===== src/rtl/jit_smoother.sv =====
module jit_smoother #(
  parameter int NCH     = 4,
  parameter int AW      = 7,
  parameter int CENTER  = 33,
  parameter int LIMIT   = 66,
  parameter int ACC_W   = 16,
  parameter int NOM_INC = 8192,
  parameter int LOOP_SH = 12
) (
  input  logic           clk_ref,
  input  logic           rst_n,
  input  logic           sel_rx,
  input  logic           sel_tx,
  input  logic [NCH-1:0] pd,
  input  logic [NCH-1:0] rx_in_bit,
  input  logic [NCH-1:0] rx_in_en,
  input  logic [NCH-1:0] tx_in_bit,
  input  logic [NCH-1:0] tx_in_en,
  output logic [NCH-1:0] rx_out_bit,
  output logic [NCH-1:0] rx_out_en,
  output logic [NCH-1:0] tx_out_bit,
  output logic [NCH-1:0] tx_out_en,
  output logic [NCH-1:0] slip_err
);
  localparam int DEPTH   = 1 << AW;
  localparam int CORR_SH = ACC_W - LOOP_SH;

  logic att_on;
  assign att_on = sel_rx ^ sel_tx;

  for (genvar c = 0; c < NCH; c++) begin : g_ch
    logic             act, act_q, in_b, in_e, we, rd, slip, oe, ob, err;
    logic [DEPTH-1:0] mem;
    logic [AW-1:0]    wp, rp, fill, fill_nxt, wp_nxt;
    logic [ACC_W-1:0] acc, corr, inc;
    logic [ACC_W:0]   sum;

    assign act  = att_on & ~pd[c];
    assign in_b = sel_rx ? rx_in_bit[c] : tx_in_bit[c];
    assign in_e = sel_rx ? rx_in_en[c]  : tx_in_en[c];

    assign fill     = wp - rp;
    assign corr     = (ACC_W'(fill) - ACC_W'(CENTER)) << CORR_SH;
    assign inc      = ACC_W'(NOM_INC) + corr;
    assign sum      = {1'b0, acc} + {1'b0, inc};
    assign we       = act & in_e;
    assign rd       = act & act_q & sum[ACC_W];
    assign wp_nxt   = wp + AW'(we);
    assign fill_nxt = fill + AW'(we) - AW'(rd);
    assign slip     = act & act_q & (fill_nxt > AW'(LIMIT));

    always_ff @(posedge clk_ref or negedge rst_n) begin
      if (!rst_n) begin
        mem   <= '0;
        wp    <= '0;
        rp    <= AW'(DEPTH - CENTER);
        acc   <= '0;
        act_q <= 1'b0;
        oe    <= 1'b0;
        ob    <= 1'b0;
        err   <= 1'b0;
      end else begin
        act_q <= act;
        oe    <= rd;
        if (we) begin
          mem[wp] <= in_b;
          wp      <= wp_nxt;
        end
        if (rd) ob <= mem[rp];
        if (!act) begin
          acc <= '0;
          err <= 1'b0;
        end else if (!act_q) begin
          acc <= '0;
          rp  <= wp_nxt - AW'(CENTER);
        end else begin
          acc <= sum[ACC_W-1:0];
          if (slip) begin
            rp  <= wp_nxt - AW'(CENTER);
            err <= 1'b1;
          end else if (rd) begin
            rp <= rp + 1'b1;
          end
        end
      end
    end

    assign rx_out_bit[c] = (act & sel_rx) ? ob : rx_in_bit[c];
    assign rx_out_en[c]  = (act & sel_rx) ? oe : rx_in_en[c];
    assign tx_out_bit[c] = (act & sel_tx) ? ob : tx_in_bit[c];
    assign tx_out_en[c]  = (act & sel_tx) ? oe : tx_in_en[c];
    assign slip_err[c]   = err;
  end
endmodule



===== config.mk =====
export PLATFORM = sky130hd
export DESIGN_NAME = jit_smoother
export DESIGN_NICKNAME = d
export VERILOG_FILES = /design/src/rtl/jit_smoother.sv
export SDC_FILE = /design/constraint.sdc
export NUM_CORES = 2
export LEC_CHECK = 0
export BUFFER_PORTS_ARGS = -buffer_cell sky130_fd_sc_hd__buf_2
export CAP_MARGIN = 20
export CORE_AREA = 2 2 272 207
export CTS_CLUSTER_SIZE = 40
export DETAILED_ROUTE_END_ITERATION = 10
export DIE_AREA = 0 0 274 209
export GPL_ROUTABILITY_DRIVEN = 1
export PLACE_DENSITY = 0.89
export SETUP_SLACK_MARGIN = 0.4
export SLEW_MARGIN = 30
export SYNTH_ARGS = -nofsm -noshare
export SYNTH_HDL_FRONTEND = slang
export SYNTH_SLANG_ARGS = --single-unit

===== constraint.sdc =====
create_clock -name clk_ref -period 17.3 [get_ports clk_ref]
set_clock_uncertainty 0.15 [all_clocks]
set_input_delay 0.865 -clock clk_ref [delete_from_list [all_inputs] [get_ports clk_ref]]
set_output_delay 0.865 -clock clk_ref [all_outputs]
set_load 0.02 [all_outputs]

==> results.yml <==
timing:
  rsz0062_at_grt: "false"
  slew_violations: 0
  hold_violations: 0
  period_needed_ns: 7.87
  max_freq_mhz: 127
  setup_viol: 0
  worst_slack_ns: 9.43
  tightestPinTransition_ns: 0.984
  setup_tns_ns: 0
  min_period_over_period_pct: 45.5
  max_slew_margin_pct: 34.2
setup_path:
  cp_max_fo: 36
  cp-start-kind: "flip-flop"
  end_kind: "flip-flop"
  critPathMaxStageDelay_ns: 1.19
  rr_startpoint: "g_ch[2].rp[1]"
  crit_top_cell: "ha_1"
  slowest_stage: "dfstp_2"
  r2r_slack_ns: 9.43
  r2r_cells: 29
  cp.arrival_ns: 8.29
  r2r-end: "g_ch[2].rp[1]"
  criticalPathCategory: "reg2reg"
  required_ns: 17.72
clocking:
  clkSinkCount: 632
  post-cts-setup-buffer-count: 0
  insertion_delay_ns: 0.64
  cts_tree: "built"
  cts_hold_buf: 0
  cts_resized: 0
  clk_pin_slew_ns: 0.07
  root_buffer: "clkbuf_16"
  cts_max_level: 2
  cts_buffers: 61
  clock_path_buffers: 3
logic_synthesis:
  yosysTopAreaCell: "dfrtp_1"
  synth_area_leaders: "dfrtp_1, mux4_2, a31oi_1"
  syn-cell-area_um2: 35200
  synth.avg_cell_area_um2: 10.3
  synth-edff-count: 0
  synth_nets: 3583
  synth_top_area_share_pct: 43.2
  synth-async-reset-ratio_pct: 100
  ys_warn_count: 0
  synth_seq_cells: 632
  synthFlopType: "dfrtp_1"
  ys_seq_area_share_pct: 45.0
  syn_inst: 3415
  synth_cell_type_count: 90
global_route:
  antenna_found_initial: 1
  grt_pass1_wl_mm: 143
  grt_remaining_overflow: 0
  grt_use_total_pct: 30.6
  grt_pass1_vias: 26848
  grt_max_degree: 180
drt:
  ant_nets: 0
  wl_per_cell_um: 21.4
  vias_per_cell: 6.89
  routed_wl_mm: 86.9
  drt_iter0_markers: 3707
  post-route-drc-count: 0
  vias: 28021
  drt_first_pass_iters: 6
finish:
  area_growth_syn_to_layout_pct: 8.19
  seqCellArea_um2: 15800
  nFillCells: 3810
  final_core_util_pct: 69.3
  drive_gt1_share_pct: 15.8
  multi_input_area_um2: 18000
  final_net_count: 3447
run:
  cap_violations: 0
power_and_ir_drop:
  p_leak_nw: 16.6
  ir_worst_vdd_v: 0.000151
  p_per_area_nw_per_um2: 154
floorplan:
  die_x_um: 274
  std_cell_rows: 75
  core_area_um2: 55000
  die_area_um2: 57300
  initial_core_util_pct: 64.1
  io_pins: 44
  die_h_um: 209
placement:
  port_buffers: 43
  dp_hpwl_mm: 52.4
  place_ws_ns: 9.59
  routabilityCongestion: 0.912
worst_hold_path:
  hp-class: "in2async"
run_status:
  outcome: "complete, no violations"
==> layout by cell type, fill, tap and decap left out, drive strengths merged, types with 9 or more instances in the layout <==
| cell | Yosys | routed |
|---|---|---|
| a31oi | 511 | 511 |
| dfrtp | 608 | 608 |
| mux2 | 20 | 20 |
| nand2 | 110 | 110 |
| nand2b | 36 | 36 |
| inv | 117 | 120 |
| xnor2 | 72 | 72 |
| nor3b | 13 | 13 |
| nor2 | 174 | 174 |
| o21a | 16 | 16 |
| dfstp | 24 | 24 |
| clkbuf | 250 | 86 |
| o31ai | 19 | 19 |
| nor3 | 63 | 63 |
| o311ai | 12 | 12 |
| mux4 | 160 | 160 |
| nor2b | 26 | 26 |
| ha | 132 | 132 |
| a21oi | 565 | 565 |
| mux2i | 28 | 28 |
| a211oi | 14 | 14 |
| or3 | 10 | 10 |
| o21ai | 78 | 78 |
| fa | 12 | 12 |
| nor4 | 12 | 12 |
| o31a | 9 | 9 |
| clkinv | 5 | 23 |
| xor2 | 53 | 53 |
| and2 | 12 | 12 |
| nand4 | 16 | 16 |
| nand3 | 44 | 44 |
| and3 | 13 | 13 |
| buf | 62 | 113 |
==> cell families after synthesis <==
group / Yosys count / share of synthesized area, %
AOI/OAI and AO/OA: 1324 / 22.5
DFF: 632 / 45.0
and+or+nand+nor: 548 / 7.56
buffers and inverters: 434 / 4.86
muxes: 208 / 11.7
adders and majority gates: 144 / 5.37
xor gates and xnor gates: 125 / 3.13
==> layer usage <==
layer,GRT usage [%],share of wire (%),routed length [µm],vias to the layer above
li1,-,-,-,12685
met1,45.3,42,36600,13731
met2,46.4,46,40300,1449
met3,5.71,9.4,8210,156
met4,9.30,2.2,1880,0
met5,0,0,0,-
==> flip-flops by register name, indices dropped and copies added, names as in the netlist <==
register,count
g_ch.acc,48
g_ch.act_q,4
g_ch.err,4
g_ch.mem,512
g_ch.ob,4
g_ch.oe,4
g_ch.rp,28
g_ch.wp,28
==> power by group <==
group | switching (mW) | leakage (nW) | internal (mW)
sequential | 0.190 | 8.67 | 1.59
clock | 0.606 | 1.02 | 0.782
combinational | 1.56 | 6.92 | 1.13
==> cells in the mapped netlist (11+ instances only) <==
cell type,n
xor2_1,52
a211oi_1,12
and3_1,13
xnor2_1,72
nand3_1,44
dfrtp_1,608
mux2i_1,28
and2_1,11
nor4_1,11
mux4_2,160
a21oi_1,565
nand2_1,109
o31ai_1,18
a31oi_1,511
nor3b_1,13
clkbuf_1,250
dfstp_2,24
nand4_1,16
ha_1,132
o21a_1,16
nor2_1,174
inv_1,112
fa_1,12
o21ai_0,71
nor2b_1,26
buf_2,48
nand2b_1,36
nor3_1,59
mux2_2,20
==> worst max path at each step <==
stage / startpoint / endpoint / slack (ns) / cells past startpoint
CTS: g_ch[2].rp[1] / g_ch[2].rp[1] / 9.54 / 29
detailed placement: g_ch[2].rp[1] / g_ch[2].rp[1] / 9.59 / 29
global placement: g_ch[1].rp[1] / g_ch[1].rp[5] / 9.92 / 28
finish: g_ch[2].rp[1] / g_ch[2].rp[1] / 9.43 / 29
global route: g_ch[2].rp[1] / g_ch[2].rp[1] / 8.98 / 30
floorplan: g_ch[2].rp[1] / g_ch[2].rp[1] / 10.14 / 32
==> critical path, delay by kind of cell, from the launching register on <==
family	cells	cell delay (ns)
DFF	1	1.19
AOI/OAI and AO/OA	12	2.66
adders and majority gates	6	1.64
muxes	1	0.39
xor gates and xnor gates	1	0.17
and+or+nand+nor	4	1.02
buffers and inverters	5	0.57
==> final cells by class <==
type,instances,area share [%]
Multi-Input combinational cell,2349,47.2
Sequential cell,632,41.6
Clock buffer,86,4.59
Tap cell,731,2.40
Timing Repair Buffer,113,2.25
Inverter,122,1.20
Clock inverter,30,0.827
Antenna cell,1,0.00656
==> stage by stage <==
step	std cells	hold WS [ns]	area (µm²)	total power, mW
final	4064	0.0386	38100	5.87
after global routing	4063	0.0954	38100	6.23
after CTS	4061	0.0561	38000	5.84
after detailed placement	3945	0.335	35900	4.43
after global placement	3943	0.324	35800	4.32
after floorplan	3415	0.299	35200	3.85
No activity file was read; power rests on OpenSTA's default activity.
